### src/rtl/dual_dac_frontend.sv
module dual_dac_frontend #(
  parameter int DATA_W      = 12,
  parameter int SYNC_STAGES = 2
) (
  input  logic              clk,
  input  logic              rst_n,
  input  logic              sclk_i,
  input  logic              cs_n_i,
  input  logic              sdata_i,
  input  logic              ld_n_i,
  output logic [DATA_W-1:0] code_a_o,
  output logic [DATA_W-1:0] code_b_o
);
  localparam int ADDR_W  = 2;
  localparam int FRAME_W = DATA_W + ADDR_W;

  logic [SYNC_STAGES-1:0] sclk_sy, cs_sy, sd_sy, ld_sy;
  logic                   sclk_d;
  logic [FRAME_W-1:0]     shift_q;

  always_ff @(posedge clk or negedge rst_n) begin
    if (!rst_n) begin
      sclk_sy <= '0;
      cs_sy   <= '1;
      sd_sy   <= '0;
      ld_sy   <= '1;
      sclk_d  <= 1'b0;
    end else begin
      sclk_sy <= {sclk_sy[SYNC_STAGES-2:0], sclk_i};
      cs_sy   <= {cs_sy[SYNC_STAGES-2:0], cs_n_i};
      sd_sy   <= {sd_sy[SYNC_STAGES-2:0], sdata_i};
      ld_sy   <= {ld_sy[SYNC_STAGES-2:0], ld_n_i};
      sclk_d  <= sclk_sy[SYNC_STAGES-1];
    end
  end

  wire sclk_q    = sclk_sy[SYNC_STAGES-1];
  wire cs_q      = cs_sy[SYNC_STAGES-1];
  wire sd_q      = sd_sy[SYNC_STAGES-1];
  wire ld_q      = ld_sy[SYNC_STAGES-1];
  wire sclk_rise = sclk_q & ~sclk_d;
  wire shift_en  = sclk_rise & ~cs_q;

  wire [ADDR_W-1:0] addr = shift_q[FRAME_W-1 -: ADDR_W];
  wire [DATA_W-1:0] word = shift_q[DATA_W-1:0];
  wire upd_a = ~ld_q & (~addr[1] | ~addr[0]);
  wire upd_b = ~ld_q & (~addr[1] |  addr[0]);

  always_ff @(posedge clk or negedge rst_n) begin
    if (!rst_n)        shift_q <= '0;
    else if (shift_en) shift_q <= {shift_q[FRAME_W-2:0], sd_q};
  end

  always_ff @(posedge clk or negedge rst_n) begin
    if (!rst_n) begin
      code_a_o <= '0;
      code_b_o <= '0;
    end else begin
      if (upd_a) code_a_o <= word;
      if (upd_b) code_b_o <= word;
    end
  end
endmodule

### config.mk
export PLATFORM = sky130hd
export DESIGN_NAME = dual_dac_frontend
export DESIGN_NICKNAME = d
export VERILOG_FILES = /design/src/rtl/dual_dac_frontend.sv
export SDC_FILE = /design/constraint.sdc
export NUM_CORES = 1
export LEC_CHECK = 0
export BUFFER_PORTS_ARGS = -buffer_cell sky130_fd_sc_hd__buf_2
export CORE_ASPECT_RATIO = 1.2
export CORE_MARGIN = 1.5
export CORE_UTILIZATION = 55
export DETAILED_ROUTE_END_ITERATION = 10
export GPL_ROUTABILITY_DRIVEN = 0
export PLACE_DENSITY = 0.79
export RECOVER_POWER = 50
export SLEW_MARGIN = 15
export SYNTH_ARGS = -nofsm -noshare
export SYNTH_HDL_FRONTEND = slang
export SYNTH_SLANG_ARGS = --single-unit
export TNS_END_PERCENT = 30
### constraint.sdc
create_clock -name clk -period 2.85 [get_ports clk]
set_input_delay 0.4275 -clock clk [delete_from_list [all_inputs] [get_ports clk]]
set_output_delay 0.4275 -clock clk [all_outputs]
set_load 0.005 [all_outputs]
Word-level counts from Yosys, hierarchy flattened
Cells that the tools add are included.
Widths: inputs -> output; s select.
{ "totals": {"ff_bits": 47, "memories": 0, "latchBits": 0, "input_bits": 6, "romBits": 0, "mem_bits_rw": 0} }
{ "op_classes": {"n_bitwise": 11, "muxes": 0, "eq_ne": 0, "mul": 0, "shift": 0, "magnitude_cmp": 0, "n_reduce_logical": 0, "n_div": 0, "n_addsub": 0} }
{ "op_table": {"columns": ["op", "n"], "rows": [
  ["$not 1->1", 5],
  ["$and 1x1->1", 4],
  ["$or 1x1->1", 2]
]} }

Logic depth before layout (Yosys ltp)
Gate-level depths: netlist of run 1.
{ "logic_depth": {"word_depth": 3, "depth_mapped": 4} }

Worst setup path after synthesis of run 1
OpenSTA, ideal clock, no wires.
{ "synth_path": {"path_type": "flip-flop to flip-flop", "start": "register sclk_d", "end": "register shift_q[10]", "stages_incl_launch_ff": 4, "setup_ns": 0.125, "n_path_buf": 1, "setup_slack_ns": 1.541, "synth_period_minus_slack_ns": 1.309, "t_required_ns": 2.725, "arrival_time_ns": 1.184, "cell_sequence": "dfrtp_1 > nor3b_4 > buf_6 > mux2_2"} }
{ "synth_between": {"elab_chain_cells": 3} }
{ "synth_rtl": {"columns": ["element", "line_no", "text"], "rows": [
  ["from (decl)", "18", "logic sclk_d;"],
  ["from (signal assigned)", "33", "sclk_d <= sclk_sy[SYNC_STAGES-1];"],
  ["$not 1->1", "41", "wire sclk_rise = sclk_q & ~sclk_d;"],
  ["$and 1x1->1", "41", null],
  ["$and 1x1->1", "42", "wire shift_en = sclk_rise & ~cs_q;"],
  ["to (signal assigned)", "51", "else if (shift_en) shift_q <= {shift_q[FRAME_W-2:0], sd_q};"],
  ["to (decl)", "19", "logic [FRAME_W-1:0] shift_q;"]
]} }
Every way passes these cells.
A chain may end at the register's enable or synchronous reset.

Worst setup path after layout of run 1
{ "layout_path": {"start": "register shift_q[12]", "end": "register code_a_o[11]"} }
{ "layout_between": {"elab_chain_cells": 3} }
{ "layout_rtl": {"columns": ["element", "line_no", "text"], "rows": [
  ["$not 1->1", "46", "wire upd_a = ~ld_q & (~addr[1] | ~addr[0]);"],
  ["$or 1x1->1", "46", null],
  ["$and 1x1->1", "46", null],
  ["to (signal assigned)", "59", "if (upd_a) code_a_o <= word;"],
  ["to (decl)", "11", "output logic [DATA_W-1:0] code_a_o,"]
]} }
Every way passes these cells.

==> results of run 1 <==
layer usage:
| metal | vias up | routed length [um] | share of wire | GRT usage |
|---|---|---|---|---|
| met2 | 23 | 1230 | 0.49 | 0.273 |
| met1 | 444 | 1090 | 0.43 | 0.234 |
| met4 | 0 | 68 | 0.027 | 0.106 |
| li1 | 393 | - | - | - |
| met5 | - | 0 | 0 | 0 |
| met3 | 6 | 128 | 0.051 | 0.0782 |
area by class of cell:
| type | instances | share of cell area |
|---|---|---|
| clock inverter | 2 | 0.0182 |
| sequential | 47 | 0.614 |
| multi-input combinational | 42 | 0.238 |
| tap | 34 | 0.0221 |
| inverter | 1 | 0.00195 |
| timing repair buffer | 30 | 0.0787 |
| clock buffer | 6 | 0.0267 |
placed cells by master (no fill, tap or decap):
| cell type | instances |
|---|---|
| mux2_2 | 37 |
| clkbuf_4 | 5 |
| clkbuf_8 | 1 |
| dfrtp_1 | 43 |
| a21oi_1 | 1 |
| nor3b_4 | 1 |
| dfstp_2 | 4 |
| inv_1 | 1 |
| a21oi_2 | 1 |
| nand2_1 | 1 |
| o21ai_0 | 1 |
| clkbuf_1 | 1 |
| bufinv_16 | 1 |
| clkinv_2 | 1 |
| buf_2 | 28 |
| buf_4 | 1 |
state kept, by name, indices dropped and copies added (netlist names):
name,cells
sclk_sy,2
code_a_o,12
sd_sy,2
code_b_o,12
shift_q,14
sclk_d,1
cs_sy,2
ld_sy,2
cells in the mapped netlist, drive strengths merged:
master  count
nand2       1
a21oi       2
buf         3
nor3b       1
dfrtp      43
dfstp       4
o21ai       1
inv         1
mux2       37
logic make-up (layout without fill, tap and decap cells):
logic type	after synthesis	after routing	synth area share
mux	37	37	0.250
simple gates	2	2	0.0135
flops	47	47	0.708
buf+inv	4	39	0.0180
compound gates	3	3	0.0112
metrics by stage:
step | util | area, sq um | hold WS (ps) | instances | power, uW
finish | 0.678 | 1920 | 151 | 162 | 1660
global route | 0.678 | 1920 | 110 | 162 | 1760
CTS | 0.678 | 1920 | 136 | 162 | 1680
detailed placement | 0.648 | 1840 | 337 | 154 | 1280
global placement | 0.648 | 1840 | 336 | 154 | 1250
floorplan | - | 1670 | 132 | 93 | 1110
path summary, 6_finish.rpt:
kind	start	to
worst min-delay path	cs_n_i	cs_sy[0]
worst min register to register	sclk_sy[0]	sclk_sy[1]
min in group asynchronous	rst_n	sd_sy[1]
worst max register to register	shift_q[12]	code_a_o[11]
max in group asynchronous	rst_n	shift_q[2]
worst max-delay path	shift_q[12]	code_a_o[11]
where the power goes:
part | switching [uW] | total [uW] | internal (uW)
Combinational | 111 | 310 | 199
Sequential | 108 | 943 | 835
Clock | 197 | 404 | 207
Total | 416 | 1660 | 1240
==> results, run 1 <==
- dfrtp_1 takes more of the synthesized area than any other cell.
- The total of warnings raised by yosys is 0.
- The number of cells on the critical path is 3.
- The clock skew is 5.26 ps.
- The detailed-route vias per instance is 5.35.
- The HPWL after detailed placement is 1730 um.
- Setup repair after global routing left no endpoint under its margin.
- Data on the critical path is required at its endpoint by 3100 ps.
- The multi-input logic area is 458 sq um.
- Together, buffers and inverters on the worst path number 1.
- The H-tree was split into 2 levels.
- The initial antenna violation count was 0.
- The shortest period the worst path allows is between 1500 and 2000 ps.
- The final net count is approximately 130.
- The maximum fanout count along the critical path is 7.
- In this run the static leakage power is 0.000968 uW.
- The routed via count is 866.
- TritonCTS built the clock tree.
- Adding up every negative setup slack in the final design gives 0 ps.
- Power spread over the standard cell area amounts to roughly 860 mW/mm^2.
- Entering global routing, the biggest net connects 48 pins.
- The synthesized netlist occupies a cell area of 0.00167 sq mm.
- Of the post-synthesis cell area, the dominant cell type holds 0.645.
- The via count of the first global-routing pass is 899.
- The min-delay analysis places its worst path in the category in -> reg.
- The overall overflow remaining after global route is 0.
- The repair_antennas step left the layout with diodes totalling 0.
- Dividing the final minimum period by the clock period gives 0.598.
- Input and output buffers added on the ports amount to 29.
- Counting flops and latches in the post-synthesis netlist gives 47.
- The number of cell instances on the worst register-to-register path is 3.
- The footprint of the flip-flops and latches is 0.00118 sq mm.
- The signal arrival time at the worst endpoint is 1960 ps.
- The maximum operating frequency is 587 MHz.
- Buffers added to address setup during post-CTS repair amount to 0.
- The worst slew slack as a fraction of its limit is 0.350.
- The post-cts hold buffer count is 0.
- The first-pass GRT wire length is 4310 um.
- For this block, the initial DRC count from the detailed router was 7.
- Across the run, the number of max-cap violations was 0.
- For this run, the total global-route usage over all layers was measured as 0.188.
- The post-synthesis area per instance is 17.9 sq um.
- The largest delay contributor family on the critical path is compound AO/OA/AOI/OAI gates.
- The first detailed-routing pass ran for 4 iterations.
- STA classifies the critical path startpoint as a flop.
- By startpoint and endpoint, the worst setup path is classified as reg -> reg.
- The flow ran to the end, and the final reports show no timing, DRC or antenna violations.
- The netlist uses 11 different library cells.
- The number of gates given a new drive strength after cts is 0.
- The fraction of final layout cells sized beyond drive strength 1 is 0.625.
- The number of hold violations in the final report is 0.
- The worst-margin pin slew is 974 ps.
- The clock reaches the later pin of the worst-skew pair after 360 ps.
- The detailed-route wire length per cell is roughly 16 um.
- The maximum vdd drop is approximately 600 uV.
- The largest individual stage delay along the critical path comes from the cell a21oi_1.
- The sink count of the clock tree is 47.
- The cell at the root of the clock tree is clkbuf_4.
- The layout has 210 filler cells.
- The floorplan step defined a core boundary enclosing 0.00284 sq mm.
- The growth of design area from synthesis to finish is 15.2%.
- Synthesis produced a netlist whose cell count is 93.
- The number of clock buffers added by TritonCTS is 5.
- The share of the Yosys chip area taken by registers is 0.708.
- Counting instances, the worst hold path has a depth of 1.
- At the placement stage, the worst setup path has a slack of 1140 ps.
- The floorplan step defined a die boundary enclosing 0.00338 sq mm.
- The total count of max-transition violations in the final report is 0.
- After synthesis, the cell types taking the most area are dfrtp_1 (64%), mux2_2 (25%), dfstp_2 (6.3%), nor3b_4 (1.1%), buf_4 (0.90%).
- From bottom edge to top edge, the die measures 63.3 um.
- STA classifies the critical path endpoint as a flop.
- After floorplanning, the core was divided into 21 placement rows.
- During I/O placement, the number of pins put on the boundary was 30.
- The worst-case register-to-register setup slack is between 1000 and 1500 ps.
- Setup violations remaining at the end of the flow were counted as 0.
- Walking the worst path, the cells encountered are a21oi_1 > buf_4 > mux2_2.
- For this configuration, the core starts out at a cell density of 0.588.
- The buffer depth of the longest clock path is 2.
- In the routed design, unresolved DRC markers number 0.
- The least setup slack across all paths after layout is 1150 ps.
- The number of nets handed over by synthesis was 99.
- The total wire length is 2520 um.
- The die is 53.3 um wide.
- The largest single stage delay on the critical path is between 500 and 600 ps.
- The remaining number of nets flagged by the antenna check after routing is 0.
- After clock tree synthesis, the clock-pin slew on the worst setup and hold paths is 120 ps.
Power figures use the tool's default switching activity.
==> inputs of run 2 (changes only) <==
Settings changed: CORE_UTILIZATION 55 to 48, PLACE_DENSITY 0.79 to 0.73.
Clock period 2.85 ns to 1.35 ns, I/O delays scaled along.
==> results, run 2 (synthesized netlist as in run 1, its figures left out) <==
- The maximum fanout count along the critical path is 15.
- The clock skew is 5.90 ps.
- CTS built an H-tree with a depth of 2.
- Summing all placed instances gives a cell area of 0.00191 sq mm.
- The library cells used most frequently in the layout, excluding fill and tap cells, are dfrtp_1 (43), mux2_2 (37), buf_2 (27).
- Input and output buffers added on the ports amount to 29.
- Dividing the final minimum period by the clock period gives 0.937.
- Summing all non-filler instances in the final layout gives an area of 0.00206 sq mm.
- The fraction of final layout cells sized beyond drive strength 1 is 0.599.
- In this run, post-CTS repair resized a total of 0 instances.
- The shortest period the worst path allows is ~1300 ps.
- The final net count is 142.
- The first global-routing pass estimated 4260 um of wire.
- The growth of design area from synthesis to finish is 23.7%.
- STA classifies the critical path endpoint as a flop.
- The die covers 0.00384 sq mm.
- The remaining number of nets flagged by the antenna check after routing is 0.
- The pin count of the biggest net entering global routing is 30.
- In this run, the number of DRC markers left after iteration 0 of detailed routing was 23.
- The number of filler cells placed in the layout is 269.
- The maximum operating frequency is ~800 MHz.
- The clock net in this run drives a total of 47 sinks.
- The routed via count is 905.
- The post-cts hold buffer count is 3.
- The overall overflow remaining after global route is 0.
- The maximum vdd drop is 1210 uV.
- At the pin with the least slew margin, the transition time is ~500 ps.
- In this run the power density over the cells is ~1800 mW/mm^2.
- In the final layout, the registers with the most flip-flops are shift_q: 14 flops, code_a_o: 12 flops, code_b_o: 12 flops.
- The clock latency reported for the late side of the worst-skew pair is 290 ps.
- The post-route total power is about 3600 uW.
- The path type of the worst min-delay path is reg -> reg.
- The initial antenna violation count was 0.
- After legalization and detailed placement, the total HPWL measured ~1800 um.
- The total count of max-transition violations in the final report is 0.
- The commonest non-fill, non-tap cell in the layout is dfrtp_1.
- The via count of the first global-routing pass came to 889.
- Summed over all failing endpoints, the final setup total negative slack is 0 ps.
- Summed over all cells, the static leakage comes to slightly above 0.001 uW.
- The buffer depth of the longest clock path is 2.
- The critical path startpoint category is a flop.
- The utilization after layout is 0.618.
- The flow ran to the end, and the final reports show no timing, DRC or antenna violations.
- The first detailed-routing pass took 2 iterations.
- The detailed-route vias per instance is 5.20.
- The number of hold violations in the final report is 0.
- The cell at the root of the clock tree is clkbuf_8.
- The clock-pin slew on the worst setup and hold paths is 70 ps.
- Setup repair after global routing left no endpoint under its margin.
- In this run the tightest slew margin relative to its limit is 0.675.
- The register with the most flip-flops in the layout has 14 of them.
- The critical path is of the reg -> reg type.
- The width of the chip is ~57 um.
- The repair_antennas step left the layout with diodes totalling 0.
- Dividing the detail-routed wire length by the instance count gives 14.9 um.
- The total wire length is 2600 um.
- Once the clock tree was built, the setup fixing pass inserted 0 buffers.
- The total core area is 0.00334 sq mm.
- The combined global-route utilization of all metal layers is 0.155.
- The multi-input combinational cells in the finished layout cover a total of 458 sq um.
- The floorplan has 23 rows.
- After detailed routing, the number of remaining DRC violations is 0.
- The critical path required time is 1520 ps.
- Setup violations remaining at the end of the flow were counted as 0.
- The max-cap check violation count is 0.
- The height of the die is about 68 um.
- The signal arrival time at the worst endpoint is 1440 ps.
- Summing all flip-flop and latch instances after layout gives 0.00118 sq mm.
- The total CTS buffers is 5.
- TritonCTS built the clock tree.
- 30 I/O pins were placed.
- Counting flops per register, the top entry is shift_q.
- For this configuration, the core starts out at a cell density of 0.500.
run 2: changes by cell type in the layout (fill, tap and decap cells not counted), sizes merged:
cell         before  now
buf              29   32
clkbuf            7    9
clkinv            1    0
dlygate4sd3       0    5
run 2: cell type report:
| type | count | share of cell area |
|---|---|---|
| flip-flops and latches | 47 | 0.572 |
| well taps | 37 | 0.0224 |
| clock buffers | 7 | 0.0370 |
| multi-input cells | 42 | 0.222 |
| inverters | 1 | 0.00182 |
| repair buffers | 39 | 0.130 |
| clock inverters | 1 | 0.0145 |
run 2: final timing paths:
kind / depth (start not counted) / from / endpoint / slack (ps)
max: 3 / sclk_d / shift_q[0] / 80
min: 0 / sclk_sy[0] / sclk_sy[1] / 360
max reg2reg: 3 / sclk_d / shift_q[0] / 80
min reg2reg: 0 / sclk_sy[0] / sclk_sy[1] / 360
max in group asynchronous: 3 / rst_n / code_b_o[4] / 440
min in group asynchronous: 2 / rst_n / code_b_o[0] / 400
run 2: per-stage QoR:
| stage | setup slack (ps) | cells | hold slack [ps] |
|---|---|---|---|
| detailed placement | 89.1 | 161 | 167 |
| finish | 84.7 | 174 | 358 |
| floorplan | 41.4 | 93 | -93.1 |
| CTS | 76.0 | 172 | 1.38 |
| global route | 9.91 | 174 | 363 |
| global placement | 130 | 161 | 157 |
run 2: report_power, final:
group / total, uW / internal, uW / switching [uW] / leakage, uW
Combinational: 691 / 445 / 246 / 0.000379
Sequential: 1980 / 1770 / 214 / 0.000595
Clock: 973 / 554 / 419 / 0.0000524
run 2: worst max-delay path, stage by stage, from the launching register on:
cell	delay [ps]
dfrtp_1	410
nor3b_4	230
buf_12	170
mux2_2	340
run 2: routing by layer:
metal | up-vias | share of wire | GRT usage | routed length [um]
met2 | 26 | 0.51 | 0.251 | 1320
met5 | - | 0 | 0 | 0
li1 | 409 | - | - | -
met4 | 0 | 0.021 | 0.0959 | 55
met3 | 5 | 0.046 | 0.0421 | 120
met1 | 465 | 0.42 | 0.186 | 1100
